### config.mk
export PLATFORM = sky130hd
export DESIGN_NAME = serin_port
export DESIGN_NICKNAME = d
export VERILOG_FILES = /design/src/rtl/serin_pkg.sv /design/src/rtl/serin_sync.sv /design/src/rtl/serin_decode.sv /design/src/rtl/serin_shreg.sv /design/src/rtl/serin_port.sv
export SDC_FILE = /design/constraint.sdc
export NUM_CORES = 1
export LEC_CHECK = 0
export BUFFER_PORTS_ARGS = -buffer_cell sky130_fd_sc_hd__buf_2
export CAP_MARGIN = 20
export CELL_PAD_IN_SITES_DETAIL_PLACEMENT = 1
export CELL_PAD_IN_SITES_GLOBAL_PLACEMENT = 1
export CORE_AREA = 2 2 39 41
export CTS_BUF_LIST = sky130_fd_sc_hd__clkbuf_4 sky130_fd_sc_hd__clkbuf_8
export CTS_CLUSTER_SIZE = 40
export DETAILED_ROUTE_END_ITERATION = 10
export DIE_AREA = 0 0 41 43
export GPL_ROUTABILITY_DRIVEN = 0
export PLACE_DENSITY_LB_ADDON = 0.1
export SYNTH_ARGS = -nofsm -noshare
export SYNTH_HDL_FRONTEND = slang
export SYNTH_SLANG_ARGS = --single-unit
### constraint.sdc
create_clock -name clk -period 1.3 [get_ports clk]
set_input_delay 0.26 -clock clk [delete_from_list [all_inputs] [get_ports clk]]
set_output_delay 0.26 -clock clk [all_outputs]
set_load 0.02 [all_outputs]
### src/rtl/serin_pkg.sv
package serin_pkg;
    localparam int DEF_CHAR_W = 5;
    localparam int DEF_CODE_W = 4;
    localparam int DEF_SYNC   = 2;
    localparam logic [DEF_CODE_W-1:0] DEF_SEL_CODE = 4'b0011;

    typedef enum logic [1:0] {
        OP_HOLD  = 2'd0,
        OP_LOAD  = 2'd1,
        OP_SHIFT = 2'd2
    } sr_op_e;
endpackage

### src/rtl/serin_sync.sv
module serin_sync #(
    parameter int STAGES = 2
) (
    input  logic clk,
    input  logic rst,
    input  logic async_in,
    output logic sync_out
);
    logic [STAGES-1:0] stage_q;

    generate
        for (genvar i = 0; i < STAGES; i++) begin : g_stage
            if (i == 0) begin : g_first
                always_ff @(posedge clk) begin
                    if (rst) stage_q[0] <= 1'b0;
                    else     stage_q[0] <= async_in;
                end
            end else begin : g_next
                always_ff @(posedge clk) begin
                    if (rst) stage_q[i] <= 1'b0;
                    else     stage_q[i] <= stage_q[i-1];
                end

                stage_follow_chk: assert property (@(posedge clk) disable iff (rst)
                    !$past(rst) |-> stage_q[i] == $past(stage_q[i-1]));
            end
        end
    endgenerate

    assign sync_out = stage_q[STAGES-1];
endmodule

### src/rtl/serin_decode.sv
module serin_decode
    import serin_pkg::*;
#(
    parameter int CODE_W = DEF_CODE_W,
    parameter logic [CODE_W-1:0] SEL_CODE = DEF_SEL_CODE
) (
    input  logic [CODE_W-1:0] ctrl_code,
    input  logic              mem_wr,
    output sr_op_e            op,
    output logic              ack
);
    logic hit;
    assign hit = (ctrl_code == SEL_CODE);

    always_comb begin
        op = OP_HOLD;
        if (hit) op = mem_wr ? OP_SHIFT : OP_LOAD;
    end

    assign ack = (op == OP_LOAD);
endmodule

### src/rtl/serin_shreg.sv
module serin_shreg
    import serin_pkg::*;
#(
    parameter int W = DEF_CHAR_W
) (
    input  logic         clk,
    input  logic         rst,
    input  sr_op_e       op,
    input  logic [W-1:0] par_in,
    output logic         ser_bit
);
    logic [W-1:0] data_q;

    always_ff @(posedge clk) begin
        if (rst) begin
            data_q <= '0;
        end else begin
            case (op)
                OP_LOAD:  data_q <= par_in;
                OP_SHIFT: data_q <= {1'b0, data_q[W-1:1]};
                default:  data_q <= data_q;
            endcase
        end
    end

    assign ser_bit = data_q[0];


    load_capture_chk: assert property (@(posedge clk) disable iff (rst)
        op == OP_LOAD |=> data_q == $past(par_in));

    shift_move_chk: assert property (@(posedge clk) disable iff (rst)
        op == OP_SHIFT |=> data_q == ($past(data_q) >> 1));

    hold_keep_chk: assert property (@(posedge clk) disable iff (rst)
        op == OP_HOLD |=> $stable(data_q));
endmodule

### src/rtl/serin_port.sv
module serin_port
    import serin_pkg::*;
#(
    parameter int CHAR_W      = DEF_CHAR_W,
    parameter int CODE_W      = DEF_CODE_W,
    parameter int SYNC_STAGES = DEF_SYNC,
    parameter logic [CODE_W-1:0] SEL_CODE = DEF_SEL_CODE
) (
    input  logic              clk,
    input  logic              rst,
    input  logic [CHAR_W-1:0] dev_data,
    input  logic              dev_ready,
    input  logic [CODE_W-1:0] ctrl_code,
    input  logic              mem_wr,
    output logic              ser_out,
    output logic              dev_ack,
    output logic              ready_sync
);
    localparam int CNT_W = $clog2(CHAR_W + 1) + 1;

    sr_op_e op;

    serin_sync #(.STAGES(SYNC_STAGES)) u_sync (
        .clk(clk), .rst(rst), .async_in(dev_ready), .sync_out(ready_sync)
    );

    serin_decode #(.CODE_W(CODE_W), .SEL_CODE(SEL_CODE)) u_dec (
        .ctrl_code(ctrl_code), .mem_wr(mem_wr), .op(op), .ack(dev_ack)
    );

    serin_shreg #(.W(CHAR_W)) u_sr (
        .clk(clk), .rst(rst), .op(op), .par_in(dev_data), .ser_bit(ser_out)
    );

    // Checker counter: shifts seen since the last load, saturating at CHAR_W.
    logic [CNT_W-1:0] shifts_q;
    always_ff @(posedge clk) begin
        if (rst)                       shifts_q <= CNT_W'(CHAR_W);
        else if (dev_ack)              shifts_q <= '0;
        else if (ctrl_code == SEL_CODE && mem_wr && shifts_q < CNT_W'(CHAR_W))
                                       shifts_q <= shifts_q + 1'b1;
    end


    ack_load_chk: assert property (@(posedge clk) disable iff (rst)
        dev_ack |=> ser_out == $past(dev_data[0]));

    zero_fill_chk: assert property (@(posedge clk) disable iff (rst)
        (!$past(rst) && shifts_q == CNT_W'(CHAR_W)) |-> !ser_out);

    reset_clear_chk: assert property (@(posedge clk)
        $past(rst) |-> (!ser_out && !ready_sync));
endmodule

==> summary.txt <==
RSZ-0062 raised after global routing - false
commonest non-fill, non-tap cells in the layout - buf_2, dfxtp_1, mux2i_1, nor2_1, a211oi_1
Rows - 14
minimum clock period - 1.191 ns
Mapped Area - 291.5 µm²
core area - 1384 µm²
GRT Total Usage - 9.950%
Reg power frac - 47.3%
Power Total - 0.4752 mW
DR vias/cell - 4.306
postcts setup bufs - 0
die width - 41 µm
critical path type - primary input to output port
critical path arrival - 0.93 ns
final hold violation count - 0
DRC viols - 0
Post-Route Skew - 0.007468 ns
Pins Over Slew Limit - 0
pin count of the biggest net entering global routing - 11
Synth-to-Final Area Change - 39.06%
FMAX - 0.8393 GHz
number of global-route vias before repair - 279
Leakage Power - 0.1880 nW
worst-skew pair later-pin latency - 0.25 ns
TritonRoute pass-1 iters - 3
R2R Setup Slk - 0.58 ns
share of the yosys chip area belonging to registers - 48.07%
DR iter-0 viols - 3
status - complete, no violations
Setup TNS Final - 0 ns
initial antenna violation count - 0
Synth warnings - 0
slew margin rel. - 87.47%
Boundary Pins - 16
fin crit share - 91.65%
Clock Tree Buf Depth - 2
Max VDD drop - 0.3806 mV
clk root buf - clkbuf_4
Congestion Overflow GR - 0
# resized after CTS - 0
worst-margin pin slew - 0.1868 ns
Routed wire per std cell - 10.35 µm
Psw - 0.1129 mW
syn_area_per_cell - 10.41 µm²
number of synthesized register bits - 7
critical path fanouts, max - 2
share of cells above drive strength 1 - 43.48%
full die area - 1763 µm²
Final #Nets - 60
sw frac - 23.76%
Critical Path RT - 1.04 ns
H-tree lvl count - 1
Cells after Synth - 28
Final WS setup - 0.1086 ns
syn nets - 41
Worst setup EP type - output port
Comb pwr share - 10.5%
Die Y - 43 µm
Max-Cap Viols - 0
Vias - 267
Routed Antenna Nets - 0
count of input and output buffers - 15
first-pass GRT wire length - 1110 µm
clk slew on worst S/H paths - 0.06 ns
Starting Density - 21.07%
crit start category - primary input
commonest non-fill, non-tap cell in the layout - buf_2
Final Util - 29.29%
worst min-delay path class - primary input to register
CTS tree - yes
CTS Hold Bufs - 0
Cell variety after synth - 11
CTS Buf Count - 3
Clk pwr share - 42.1%
ant diodes - 0
clk sinks - 7
PwrDens - 1172 nW/µm²
drt total wl - 642 µm
pre-CTS setup slack - 0.1055 ns
Pint - 0.3623 mW
final setup vio count - 0
==> through the flow <==
step                      cell area, µm²  instances  hold WS (ns)
after global routing               405.4         62        0.2236
after global placement             377.9         58        0.4235
final                              405.4         62        0.2121
after detailed placement           377.9         58        0.4262
after floorplan                    291.5         28        0.3291
after CTS                          405.4         62        0.2046
==> worst max-delay path, stage by stage <==
cell	delay (ns)
buf_2	0.09
and4bb_1	0.28
nor2b_1	0.13
buf_2	0.17
==> cell type report <==
| cell class | instances | area, µm² |
|---|---|---|
| clock buffer | 3 | 22.52 |
| clock inverter | 1 | 5.005 |
| fill | 180 | 978.4 |
| multi-input combinational | 19 | 135.1 |
| sequential | 7 | 140.1 |
| tap | 16 | 20.02 |
| timing repair buffer | 16 | 82.58 |
==> path summary, 6_finish.rpt <==
kind,startpoint,end,cells after the start
worst min-delay path,dev_ready,u_sync.stage_q[0],2
worst min register to register,u_sync.stage_q[0],u_sync.sync_out,1
worst max register to register,u_sr.data_q[2],u_sr.data_q[1],2
worst max-delay path,ctrl_code[2],dev_ack,4
==> kinds of logic (layout without fill, tap and decap cells) <==
kind of cell,after synthesis,in the layout,synth area share (%)
AO/OA/AOI/OAI,5,5,12.02
buffers and inverters,2,20,5.577
AND/OR/NAND/NOR,10,10,20.60
flip-flops,7,7,48.07
multiplexers,4,4,13.73
==> power by group through the flow <==
stage	combinational [mW]	clock, mW	sequential [mW]
3_3_place_gp	0.0501	0	0.229
4_1_cts	0.0515	0.213	0.225
5_1_grt	0.0564	0.232	0.226
2_1_floorplan	0.0245	0	0.232
6_report	0.0501	0.200	0.225
3_5_place_dp	0.0511	0	0.230
==> cell usage after synthesis <==
| master | instances | area [µm²] |
|---|---|---|
| dfxtp_1 | 7 | 140.1 |
| a211oi_1 | 4 | 30.03 |
| mux2i_1 | 4 | 40.04 |
| nor2_1 | 4 | 15.01 |
| nor2b_1 | 3 | 18.77 |
| a21oi_1 | 1 | 5.000 |
| and4bb_1 | 1 | 12.51 |
| buf_6 | 1 | 11.26 |
| clkbuf_2 | 1 | 5.000 |
| nand2b_1 | 1 | 6.260 |
| nand3b_1 | 1 | 7.510 |
==> registers in the layout, summed over array words and instances, names as in the netlist <==
| register | cells |
|---|---|
| u_sync.stage_q | 1 |
| u_sr.data_q | 5 |
| u_sync.sync_out | 1 |
==> layer usage <==
metal,routed length [µm],track usage [%]
met1,262,10.00
met4,0,6.000
met3,80,6.806
met5,0,0
met2,299,14.37
(Power assumes the default switching activity.)
